$ cat src/rtl/sysctl_pkg.sv
package sysctl_pkg;

  localparam int unsigned WORD_W  = 32;
  localparam int unsigned OP1_LSB = 21;
  localparam int unsigned OP1_W   = 3;
  localparam int unsigned CRN_LSB = 16;
  localparam int unsigned CRN_W   = 4;
  localparam int unsigned RD_LSB  = 12;
  localparam int unsigned RD_W    = 4;
  localparam int unsigned OP2_LSB = 5;
  localparam int unsigned OP2_W   = 3;
  localparam int unsigned CRM_LSB = 0;
  localparam int unsigned CRM_W   = 4;

  localparam logic [RD_W-1:0]   RD_FORBIDDEN = '1;
  localparam logic [WORD_W-1:0] CTRL_RESET   = 32'h0000_0070;

  localparam int unsigned MMU_EN_BIT   = 0;
  localparam int unsigned ALIGN_EN_BIT = 1;
  localparam int unsigned CACHE_EN_BIT = 2;

  // Register selector; zero means nothing is stored or returned.
  typedef enum logic [2:0] {
    SEL_NONE  = 3'd0,
    SEL_ID    = 3'd1,
    SEL_CTYPE = 3'd2,
    SEL_CTRL  = 3'd3,
    SEL_TTB   = 3'd4,
    SEL_DOM   = 3'd5,
    SEL_FSR   = 3'd6,
    SEL_FAR   = 3'd7
  } reg_sel_e;

  localparam int unsigned NUM_REGS  = 7;
  localparam int unsigned CTRL_SLOT = 2;

  typedef struct packed {
    logic [OP1_W-1:0] op1;
    logic [CRN_W-1:0] crn;
    logic [RD_W-1:0]  rd;
    logic [OP2_W-1:0] op2;
    logic [CRM_W-1:0] crm;
  } cop_fields_t;

  function automatic cop_fields_t split_word(input logic [WORD_W-1:0] w);
    cop_fields_t f;
    f.op1 = w[OP1_LSB +: OP1_W];
    f.crn = w[CRN_LSB +: CRN_W];
    f.rd  = w[RD_LSB  +: RD_W];
    f.op2 = w[OP2_LSB +: OP2_W];
    f.crm = w[CRM_LSB +: CRM_W];
    return f;
  endfunction

  function automatic logic write_blocked(input cop_fields_t f);
    return (f.op1 != '0) || (f.rd == RD_FORBIDDEN);
  endfunction

  function automatic logic read_blocked(input cop_fields_t f);
    return write_blocked(f) || (f.crm != '0);
  endfunction

  function automatic logic crn_defined(input logic [CRN_W-1:0] crn, input logic is_read);
    logic ok;
    case (crn)
      4'd0, 4'd1, 4'd2, 4'd3, 4'd5, 4'd6: ok = 1'b1;
      4'd7, 4'd8:                         ok = !is_read;
      default:                            ok = 1'b0;
    endcase
    return ok;
  endfunction

  function automatic reg_sel_e reg_for(input cop_fields_t f);
    reg_sel_e s;
    case (f.crn)
      4'd0: begin
        if (f.op2 == 3'd0)      s = SEL_ID;
        else if (f.op2 == 3'd1) s = SEL_CTYPE;
        else                    s = SEL_NONE;
      end
      4'd1:    s = SEL_CTRL;
      4'd2:    s = SEL_TTB;
      4'd3:    s = SEL_DOM;
      4'd5:    s = SEL_FSR;
      4'd6:    s = SEL_FAR;
      default: s = SEL_NONE;
    endcase
    return s;
  endfunction

  function automatic logic [WORD_W-1:0] reset_value_of(input reg_sel_e s,
                                                       input logic [WORD_W-1:0] id_v,
                                                       input logic [WORD_W-1:0] ct_v);
    logic [WORD_W-1:0] v;
    case (s)
      SEL_ID:    v = id_v;
      SEL_CTYPE: v = ct_v;
      SEL_CTRL:  v = CTRL_RESET;
      default:   v = '0;
    endcase
    return v;
  endfunction

endpackage

$ cat src/rtl/sysctl_decode.sv
module sysctl_decode
  import sysctl_pkg::*;
(
  input  logic              cmd_valid,
  input  logic              cmd_is_read,
  input  logic [WORD_W-1:0] cmd_word,
  output logic              wr_en,
  output logic              rd_en,
  output reg_sel_e          sel,
  output logic [RD_W-1:0]   rd_idx,
  output logic              undef,
  output logic              inv_cache,
  output logic              inv_tlb_all,
  output logic              inv_tlb_one
);

  cop_fields_t f;
  logic        accepted;
  logic        known;
  logic        unused_bits;

  assign unused_bits = ^{cmd_word[31:24], cmd_word[20], cmd_word[11:8], cmd_word[4]};

  always_comb begin
    f        = split_word(cmd_word);
    accepted = cmd_valid && !(cmd_is_read ? read_blocked(f) : write_blocked(f));
    known    = crn_defined(f.crn, cmd_is_read);
    sel      = reg_for(f);
    rd_idx   = f.rd;
    wr_en       = accepted && !cmd_is_read && known && (sel != SEL_NONE);
    rd_en       = accepted && cmd_is_read && known;
    undef       = accepted && !known;
    inv_cache   = accepted && !cmd_is_read && (f.crn == 4'd7) && (f.op2 == 3'd0);
    inv_tlb_all = accepted && !cmd_is_read && (f.crn == 4'd8) && (f.op2 == 3'd0);
    inv_tlb_one = accepted && !cmd_is_read && (f.crn == 4'd8) && (f.op2 == 3'd1);
  end

endmodule

$ cat src/rtl/sysctl_regbank.sv
module sysctl_regbank
  import sysctl_pkg::*;
#(
  parameter logic [WORD_W-1:0] ID_RESET    = 32'h0000_0000,
  parameter logic [WORD_W-1:0] CTYPE_RESET = 32'h0000_0000
) (
  input  logic              clk,
  input  logic              rst_n,
  input  logic              wr_en,
  input  reg_sel_e          wr_sel,
  input  logic [WORD_W-1:0] wr_data,
  input  logic              flt_valid,
  input  logic [WORD_W-1:0] flt_status,
  input  logic [WORD_W-1:0] flt_addr,
  input  reg_sel_e          rd_sel,
  output logic [WORD_W-1:0] rd_value,
  output logic              mmu_en,
  output logic              align_en,
  output logic              cache_en
);

  logic [NUM_REGS-1:0][WORD_W-1:0] slot_flat;

  for (genvar i = 0; i < NUM_REGS; i++) begin : g_slot
    localparam reg_sel_e          CODE = reg_sel_e'(3'(i + 1));
    localparam logic [WORD_W-1:0] RST  = reset_value_of(CODE, ID_RESET, CTYPE_RESET);
    logic              hw_load;
    logic [WORD_W-1:0] hw_val;
    logic [WORD_W-1:0] q;

    if (CODE == SEL_FSR || CODE == SEL_FAR) begin : g_hw
      assign hw_load = flt_valid;
      assign hw_val  = (CODE == SEL_FSR) ? flt_status : flt_addr;
    end else begin : g_sw
      assign hw_load = 1'b0;
      assign hw_val  = '0;
    end

    always_ff @(posedge clk or negedge rst_n) begin
      if (!rst_n)                        q <= RST;
      else if (hw_load)                  q <= hw_val;
      else if (wr_en && wr_sel == CODE)  q <= wr_data;
    end

    assign slot_flat[i] = q;
  end

  always_comb begin
    rd_value = '0;
    for (int k = 0; k < NUM_REGS; k++) begin
      if (rd_sel == reg_sel_e'(3'(k + 1))) rd_value = slot_flat[k];
    end
  end

  assign mmu_en   = slot_flat[CTRL_SLOT][MMU_EN_BIT];
  assign align_en = slot_flat[CTRL_SLOT][ALIGN_EN_BIT];
  assign cache_en = slot_flat[CTRL_SLOT][CACHE_EN_BIT];

endmodule

$ cat src/rtl/sysctl_resp.sv
module sysctl_resp
  import sysctl_pkg::*;
(
  input  logic              clk,
  input  logic              rst_n,
  input  logic              rd_en,
  input  logic [RD_W-1:0]   rd_idx,
  input  logic [WORD_W-1:0] rd_value,
  input  logic              undef,
  input  logic              inv_cache,
  input  logic              inv_tlb_all,
  input  logic              inv_tlb_one,
  input  logic [WORD_W-1:0] wdata,
  output logic              rd_valid,
  output logic [RD_W-1:0]   rd_index,
  output logic [WORD_W-1:0] rd_data,
  output logic              undef_q,
  output logic              cache_inv_q,
  output logic              tlb_all_q,
  output logic              tlb_one_q,
  output logic [WORD_W-1:0] tlb_addr_q
);

  always_ff @(posedge clk or negedge rst_n) begin
    if (!rst_n) begin
      rd_valid    <= 1'b0;
      rd_index    <= '0;
      rd_data     <= '0;
      undef_q     <= 1'b0;
      cache_inv_q <= 1'b0;
      tlb_all_q   <= 1'b0;
      tlb_one_q   <= 1'b0;
      tlb_addr_q  <= '0;
    end else begin
      rd_valid    <= rd_en;
      rd_index    <= rd_en ? rd_idx : '0;
      rd_data     <= rd_en ? rd_value : '0;
      undef_q     <= undef;
      cache_inv_q <= inv_cache;
      tlb_all_q   <= inv_tlb_all;
      tlb_one_q   <= inv_tlb_one;
      tlb_addr_q  <= inv_tlb_one ? wdata : '0;
    end
  end

endmodule

$ cat src/rtl/sysctl_regif.sv
module sysctl_regif
  import sysctl_pkg::*;
#(
  parameter logic [31:0] ID_RESET    = 32'h4100_7200,
  parameter logic [31:0] CTYPE_RESET = 32'h0000_0000
) (
  input  logic        clk,
  input  logic        rst_n,
  input  logic        cmd_valid,
  input  logic        cmd_is_read,
  input  logic [31:0] cmd_word,
  input  logic [31:0] cmd_wdata,
  input  logic        flt_valid,
  input  logic [31:0] flt_status,
  input  logic [31:0] flt_addr,
  output logic        rd_valid,
  output logic [3:0]  rd_index,
  output logic [31:0] rd_data,
  output logic        undef_access,
  output logic        cache_inv_all,
  output logic        tlb_inv_all,
  output logic        tlb_inv_one,
  output logic [31:0] tlb_inv_addr,
  output logic        mmu_en,
  output logic        align_chk_en,
  output logic        cache_en
);

  // Decoder events, brought out by name for the checker.
  logic            dec_wr_en;
  logic            dec_rd_en;
  reg_sel_e        dec_sel;
  logic [RD_W-1:0] dec_rd_idx;
  logic            dec_undef;
  logic            dec_inv_cache;
  logic            dec_inv_tlb_all;
  logic            dec_inv_tlb_one;
  logic [WORD_W-1:0] bank_rd_value;

  sysctl_decode u_decode (
    .cmd_valid   (cmd_valid),
    .cmd_is_read (cmd_is_read),
    .cmd_word    (cmd_word),
    .wr_en       (dec_wr_en),
    .rd_en       (dec_rd_en),
    .sel         (dec_sel),
    .rd_idx      (dec_rd_idx),
    .undef       (dec_undef),
    .inv_cache   (dec_inv_cache),
    .inv_tlb_all (dec_inv_tlb_all),
    .inv_tlb_one (dec_inv_tlb_one)
  );

  sysctl_regbank #(
    .ID_RESET    (ID_RESET),
    .CTYPE_RESET (CTYPE_RESET)
  ) u_bank (
    .clk        (clk),
    .rst_n      (rst_n),
    .wr_en      (dec_wr_en),
    .wr_sel     (dec_sel),
    .wr_data    (cmd_wdata),
    .flt_valid  (flt_valid),
    .flt_status (flt_status),
    .flt_addr   (flt_addr),
    .rd_sel     (dec_rd_en ? dec_sel : SEL_NONE),
    .rd_value   (bank_rd_value),
    .mmu_en     (mmu_en),
    .align_en   (align_chk_en),
    .cache_en   (cache_en)
  );

  sysctl_resp u_resp (
    .clk         (clk),
    .rst_n       (rst_n),
    .rd_en       (dec_rd_en),
    .rd_idx      (dec_rd_idx),
    .rd_value    (bank_rd_value),
    .undef       (dec_undef),
    .inv_cache   (dec_inv_cache),
    .inv_tlb_all (dec_inv_tlb_all),
    .inv_tlb_one (dec_inv_tlb_one),
    .wdata       (cmd_wdata),
    .rd_valid    (rd_valid),
    .rd_index    (rd_index),
    .rd_data     (rd_data),
    .undef_q     (undef_access),
    .cache_inv_q (cache_inv_all),
    .tlb_all_q   (tlb_inv_all),
    .tlb_one_q   (tlb_inv_one),
    .tlb_addr_q  (tlb_inv_addr)
  );

endmodule

$ cat config.mk
export PLATFORM = sky130hd
export DESIGN_NAME = sysctl_regif
export DESIGN_NICKNAME = d
export VERILOG_FILES = /design/src/rtl/sysctl_pkg.sv /design/src/rtl/sysctl_decode.sv /design/src/rtl/sysctl_regbank.sv /design/src/rtl/sysctl_resp.sv /design/src/rtl/sysctl_regif.sv
export SDC_FILE = /design/constraint.sdc
export NUM_CORES = 1
export LEC_CHECK = 0
export CAP_MARGIN = 20
export CORE_MARGIN = 2
export CORE_UTILIZATION = 40
export DETAILED_ROUTE_END_ITERATION = 10
export PLACE_DENSITY = 0.69
export SYNTH_ARGS = -nofsm -noshare
export SYNTH_HDL_FRONTEND = slang
export SYNTH_HIERARCHICAL = 1
export SYNTH_SLANG_ARGS = --single-unit
$ cat constraint.sdc
create_clock -name clk -period 3.6 [get_ports clk]
set_input_delay 0.72 -clock clk [delete_from_list [all_inputs] [get_ports clk]]
set_output_delay 0.72 -clock clk [all_outputs]
set_load 0.05 [all_outputs]
# After elaboration in Yosys (flattened, before gate mapping)
# Index checks and enable logic that the tools add are counted.
totals:
  regBits: 297
  latchBits: 0
  ram_bits: 0
  mem_bits_ro: 0
  word_cells: 91
  memories: 0
classes:
  add_sub_neg: 0
  mul: 0
  div_mod_pow: 0
  n_lt_le_gt_ge: 0
  n_eq_ne: 23
  shift: 0
  muxes: 20
  bitwise_logic: 0
  n_reduce_logical: 33
ops:
  columns: ["cell", "count"]
  rows:
  - ["2-to-1 mux 32 bit", 13]
  - ["equality test 3 bit, second input constant", 8]
  - ["logical AND 1 bit", 19]
  - ["one-hot mux 3 bit (6 select lines)", 1]
  - ["equality test 3 x 2 -> 1 bit, second input constant", 4]
  - ["equality test 4 x 3 -> 1 bit, second input constant", 3]
  - ["equality test 3 x 1 -> 1 bit, second input constant", 3]
  - ["equality test 4 x 2 -> 1 bit, second input constant", 2]
  - ["equality test 4 bit, second input constant", 2]
  - ["2-to-1 mux 3 bit", 2]
  - ["nonzero test 3 bit", 2]
  - ["OR reduction 6 bit", 1]
  - ["equality test 4 x 1 -> 1 bit, second input constant", 1]
  - ["logical NOT 4 bit", 1]
  - ["2-to-1 mux 4 bit", 1]
  - ["nonzero test 2 bit", 2]
  - ["nonzero test 4 bit", 1]
  - ["logical NOT 1 bit", 3]
  - ["logical NOT 3 bit", 1]
  - ["logical OR 1 bit", 2]
  - ["2-to-1 mux 2 bit", 1]
  - ["one-hot mux 1 bit (2 select lines)", 1]
  - ["OR reduction 2 bit", 1]
  - ["2-to-1 mux 1 bit", 1]

# Logic depth before layout (Yosys ltp)
logic_depth:
  word_depth: 18
  depth_mapped: 12
  ltp_nobuf: 8

# Modules after synthesis
# The synthesis kept the hierarchy.
by_module_without_submodules:
  columns: ["mod", "n_inst", "cells_each", "area_each_um2", "seq_area_each_um2"]
  rows:
  - ["sysctl_regbank", 1, 839, 10812.9, 5616.6]
  - ["sysctl_resp", 1, 147, 2327.2, 1826.8]
  - ["sysctl_decode", 1, 42, 271.5, 0.0]
  - ["sysctl_regif", 1, 3, 18.8, 0.0]

# Least setup slack after synthesis
# OpenSTA, ideal clock, no wires.
synth_path:
  kind: "input-to-reg"
  startpoint: "input cmd_word[1]"
  endpoint: "register u_resp.rd_data[13]"
  arrival_ns: 3.369
  slack_ns: 0.111
  cell_stages: 10
  cell_sequence: "or4_4 -> nor4_1 -> and2_1 -> clkbuf_1 -> buf_2 -> buf_2 -> mux4_2 -> nand2_1 -> o21ai_0 -> and2_2"
synth_via:
  elab_chain_cells: 17
synth_lines:
  columns: ["element", "line_no", "text"]
  rows:
  - ["start: declaration", "sysctl_regif.sv:11", "input logic [31:0] cmd_word,"]
  - ["nonzero test 4 bit *", "sysctl_pkg.sv:60", "return write_blocked(f) || (f.crm != '0);"]
  - ["logical OR 1 bit *", "sysctl_pkg.sv:60", null]
  - ["2-to-1 mux 1 bit *", "sysctl_decode.sv:26", "accepted = cmd_valid && !(cmd_is_read ? read_blocked(f) : write_blocked(f));"]
  - ["logical NOT 1 bit *", "sysctl_decode.sv:26", null]
  - ["logical AND 1 bit *", "sysctl_decode.sv:26", null]
  - ["logical AND 1 bit * (2 in a row)", "sysctl_decode.sv:31", "rd_en = accepted && cmd_is_read && known;"]
  - ["named net dec_rd_en", "sysctl_regif.sv:31", "logic dec_rd_en;"]
  - ["2-to-1 mux 3 bit *", "sysctl_regif.sv:66", ".rd_sel (dec_rd_en ? dec_sel : SEL_NONE),"]
  - ["equality test 3 x 1 -> 1 bit", "sysctl_regbank.sv:51", "if (rd_sel == reg_sel_e'(3'(k + 1))) rd_value = slot_flat[k];"]
  - ["2-to-1 mux 32 bit (6 in a row)", "sysctl_regbank.sv:51", null]
  - ["2-to-1 mux 32 bit *", "sysctl_regbank.sv:51", null]
  - ["named net bank_rd_value[13]", "sysctl_regif.sv:38", "logic [WORD_W-1:0] bank_rd_value;"]
  - ["2-to-1 mux 32 bit *", "sysctl_resp.sv:37", "rd_data <= rd_en ? rd_value : '0;"]
  - ["end signal: assignment", "sysctl_resp.sv:37", null]
  - ["end: declaration", "sysctl_resp.sv:16", "output logic [WORD_W-1:0] rd_data,"]
# The timed path passes the listed nets; every way through them passes the cells marked *.
# A chain may end at the register's enable or synchronous reset.

# Worst setup path after layout
layout_path:
  startpoint: "input cmd_word[22]"
  endpoint: "register u_resp.rd_data[28]"
layout_via:
  elab_chain_cells: 18
layout_lines:
  columns: ["element", "line_no", "text"]
  rows:
  - ["nonzero test 3 bit *", "sysctl_pkg.sv:56", "return (f.op1 != '0) || (f.rd == RD_FORBIDDEN);"]
  - ["logical OR 1 bit *", "sysctl_pkg.sv:56", null]
  - ["logical OR 1 bit", "sysctl_pkg.sv:60", null]
  - ["2-to-1 mux 1 bit *", "sysctl_decode.sv:26", null]
  - ["logical NOT 1 bit *", "sysctl_decode.sv:26", null]
  - ["logical AND 1 bit *", "sysctl_decode.sv:26", null]
  - ["logical AND 1 bit * (2 in a row)", "sysctl_decode.sv:31", null]
  - ["named net dec_rd_en", "sysctl_regif.sv:31", null]
  - ["2-to-1 mux 3 bit *", "sysctl_regif.sv:66", null]
  - ["equality test 3 x 1 -> 1 bit", "sysctl_regbank.sv:51", null]
  - ["2-to-1 mux 32 bit (6 in a row)", "sysctl_regbank.sv:51", null]
  - ["2-to-1 mux 32 bit *", "sysctl_regbank.sv:51", null]
  - ["named net bank_rd_value[28]", "sysctl_regif.sv:38", null]
  - ["2-to-1 mux 32 bit *", "sysctl_resp.sv:37", null]
# Marks and branches as above.

==> impl_summary.txt <==
----------------------------------------------------
[CTS]
  Post_cts resized ... 0
  CTS clk-pin slew, worst paths ... 60 ps
  Hold-fix buffers at CTS ... 0
  Clk sink count ... 297
  Max clock buf depth ... 3
  Number of buffers inserted during clock tree synthesis ... 34
  Worst-Skew Late Latency ... 500 ps
  Number of buffers inserted to repair setup after CTS ... 0
  Count of H-tree levels built during CTS ... 2
  Root cell of the clock tree ... sky130_fd_sc_hd__clkbuf_16
  CTS tree ... yes

[Drt]
  1st-iter DRT viols ... 602
  Number of design rule violations left after detail routing ... 0
  Number of optimization iterations in the first detailed-route pass ... 5
  Number of routed nets with antenna violations ... 0
  DR vias/cell ... 5.41
  Total vias in the final route ... 9339
  Detail-routed net length per standard cell ... 20.5 µm
  Final wirelength ... 35400 µm

[Logic synthesis]
  Leading area contributor after synthesis ... sky130_fd_sc_hd__dfrtp_1
  Most area-consuming cells after synthesis ... sky130_fd_sc_hd__dfrtp_1 (54%), sky130_fd_sc_hd__mux2_2 (13%), sky130_fd_sc_hd__a221o_1 (4.8%)
  Synthesized cell area ... 13400 µm²
  Area share of fa/ha/maj cells after synthesis ... 0
  Post-Synth XOR/XNOR Area ... 0.000652
  Count of yosys warnings during synthesis ... 6
  Synthesis-stage register bit count ... 297
  Average footprint of a synthesized cell ... 13.0 µm²
  Area share of and/or/nand/nor cells after synthesis ... 0.127
  Async SR Flop Fraction ... 1.00
  Leading register cell type out of synthesis ... sky130_fd_sc_hd__dfrtp_1
  Area share of the largest cell type after synthesis ... 0.537
  Synthesized instance count ... 1031
  Fraction of the yosys area taken by sequential cells ... 0.554
  Compound-gate portion of the synthesized area ... 0.103
  Multiplexer fraction of the synthesized cell area ... 0.179
  Distinct cell type count of the synthesized netlist ... 54
  Number of synthesized flops with an enable pin ... 0
  Post-synth net total ... 1164
  Combinational family with the most area after synthesis ... multiplexers

[STA]
  Final Setup Violations ... 0
  Measured slew at the worst slew-check pin ... 745 ps
  Normalized max-slew margin ... 0.503
  Minimum period implied by the final worst setup slack ... 3040 ps
  RSZ-0062 raised after global routing ... no
  Final worst setup slack ... 556 ps
  Total count of max-transition violations in the final report ... 0
  Final Hold Viols ... 0
  Clock skew after layout ... 9.79 ps
  Achievable clock frequency ... 0.328 GHz
  Period Utilization, post-route ... 0.846

[Setup path]
  Crit path top cell by count ... sky130_fd_sc_hd__nand2_1
  Critical-path maximum fanout ... 17
  Cell with the largest stage delay on the worst path ... sky130_fd_sc_hd__mux4_2
  Crit-path max cell delay ... 510 ps
  CP Data Arrival Time ... 3430 ps
  Sort of element at the end of the critical path ... flop
  Data required time of the critical path ... 3980 ps
  Critical path start-end classification ... in2reg
  Worst Setup Start Kind ... primary input
  Worst-path cell chain ... clkdlybuf4s50_1 -> nor4b_2 -> nand2_1 -> nor4_2 -> buf_4 -> and2_4 -> buf_12 -> mux4_2 -> nand2_1 -> o21ai_0 -> and2_2

[Floorplan]
  Die boundary width ... 187 µm
  Die Span Y ... 187 µm
  Die footprint ... 35100 µm²
  Num ports ... 209
  Standard-cell rows ... 67
  Initial core utilization ... 0.404
  Placeable core region ... 33300 µm²

[Power]
  Cell area power density ... 420 nW/µm²
  Worst voltage drop across the vdd grid ... 0.000247 V
  Static leakage power ... 7.82 nW

[Global route]
  Gr usage total ... 0.204
  Pin count of the biggest net entering global routing ... 93
  Vias in the first global route ... 9763
  Initial antenna violation count ... 0
  Global route total overflow ... 0
  First-pass GRT wire length ... 56700 µm

[Final layout]
  Diode count ... 0
  Layout filler cell count ... 2862
  Finished Core Util ... 0.526
  Final-stage net count ... 1387
  Post-synthesis to final-layout area growth ... 30.4%
  Layout cells sized above 1 ... 0.284

[Min path]
  Type of the worst min-delay path ... in2async

[Placement]
  Number of I/O port buffers ... 194
  Worst-case setup slack after placement ... -4.09 ps
  HPWL after detailed placement ... 23000 µm
  GPL Wtd Cong ... 0.797

[Outcome]
  Outcome ... complete, no violations

[Job]
  Number of violations of the max-capacitance limit ... 0

----------------------------------------------------
-- through the flow --
step | cells | hold WS [ps] | power [mW] | area, µm² | setup TNS (ps)
2_1_floorplan | 1031 | 424 | 3.75 | 13400 | 0
6_report | 1726 | 253 | 7.36 | 17500 | 0
3_5_place_dp | 1666 | 474 | 4.09 | 16400 | -4.09
4_1_cts | 1726 | 281 | 7.45 | 17500 | 0
5_1_grt | 1726 | 306 | 7.65 | 17500 | 0
3_3_place_gp | 1666 | 464 | 4.07 | 16400 | -6.04
-- kinds of logic after synthesis --
logic type / Yosys count
compound gates: 161
xor+xnor: 1
buf+inv: 107
flops: 297
mux: 204
simple gates: 261
-- layer usage --
metal	global-route usage	share of wire	vias to the layer above
met5	0	0	-
met3	0.0319	0.049	40
met2	0.339	0.49	239
met4	0.0482	0.015	0
li1	-	-	4230
met1	0.283	0.45	4830
-- final timing paths --
path | startpoint | to | slack [ps] | cells after the start
setup / recovery | cmd_word[22] | u_resp/rd_data[28] | 560 | 11
hold / removal | rst_n | u_resp/rd_index[2] | 250 | 1
setup reg to reg | u_bank/g_slot[6].q[23] | u_resp/rd_data[23] | 2210 | 4
hold reg to reg | u_bank/g_slot[0].q[11] | u_bank/g_slot[0].q[11] | 480 | 1
max in group asynchronous | rst_n | u_bank/g_slot[2].q[29] | 2430 | 3
min in group clk | u_bank/g_slot[0].q[11] | u_bank/g_slot[0].q[11] | 480 | 1
-- flip-flops by register name, summed over array words and instances, names as in the netlist --
register,count
u_resp/rd_valid,1
u_resp/tlb_addr_q,32
u_bank/g_slot.q,224
u_resp/rd_data,32
u_resp/cache_inv_q,1
u_resp/tlb_all_q,1
u_resp/undef_q,1
u_resp/tlb_one_q,1
u_resp/rd_index,4
-- layout make-up --
type,count,area (µm²),area share
multi-input combinational,627,5590,0.319
timing repair buffer,274,2770,0.158
inverter,20,75.1,0.00429
tap,448,561,0.0320
sequential,297,7440,0.425
clock buffer,53,1010,0.0579
clock inverter,7,66.3,0.00379
-- cell usage in the layout, fill, tap and decap left out, types with 6 or more instances in the layout --
cell,n
sky130_fd_sc_hd__dfrtp_1,288
sky130_fd_sc_hd__clkdlybuf4s50_1,192
sky130_fd_sc_hd__mux2_2,155
sky130_fd_sc_hd__and2_1,96
sky130_fd_sc_hd__a221o_1,64
sky130_fd_sc_hd__buf_4,62
sky130_fd_sc_hd__and2_2,36
sky130_fd_sc_hd__clkbuf_16,35
sky130_fd_sc_hd__nand3b_1,28
sky130_fd_sc_hd__mux2i_1,24
sky130_fd_sc_hd__nand2_1,22
sky130_fd_sc_hd__o21ai_0,21
sky130_fd_sc_hd__inv_1,20
sky130_fd_sc_hd__buf_12,18
sky130_fd_sc_hd__o221ai_1,17
sky130_fd_sc_hd__a22oi_1,17
sky130_fd_sc_hd__nand4b_1,15
sky130_fd_sc_hd__nand4_1,14
sky130_fd_sc_hd__a22o_1,13
sky130_fd_sc_hd__mux2_1,13
sky130_fd_sc_hd__mux4_2,12
sky130_fd_sc_hd__clkbuf_1,11
sky130_fd_sc_hd__nor2_1,9
sky130_fd_sc_hd__dfstp_2,9
sky130_fd_sc_hd__clkbuf_8,7
sky130_fd_sc_hd__a21o_1,6
-- power by group --
group	leakage (nW)	switching (mW)	total, mW	internal, mW
Combinational	3.32	0.235	0.499	0.265
Sequential	3.97	0.0653	3.52	3.46
Clock	0.529	1.33	3.34	2.01
Total	7.82	1.63	7.36	5.73
-- worst max-delay path: cells and delay by family --
| kind | cells | cell delay [ps] |
|---|---|---|
| AO/OA/AOI/OAI | 1 | 100 |
| multiplexers | 1 | 510 |
| AND/OR/NAND/NOR | 6 | 1320 |
| buffers and inverters | 3 | 770 |
-- cell usage after synthesis (all sizes together) (5+ instances only) --
library cell / n
o221ai: 17
nor2b: 6
nand3b: 28
buf: 55
nor3: 6
a21o: 6
mux4: 12
and2: 138
mux2i: 24
a22oi: 17
nand2b: 5
nor2: 9
dfstp: 9
nand4b: 15
nand2: 22
a22o: 13
clkbuf: 32
mux2: 168
inv: 20
nand4: 14
o21ai: 21
dfrtp: 288
a221o: 64
No activity file was read; power rests on OpenSTA's default activity.
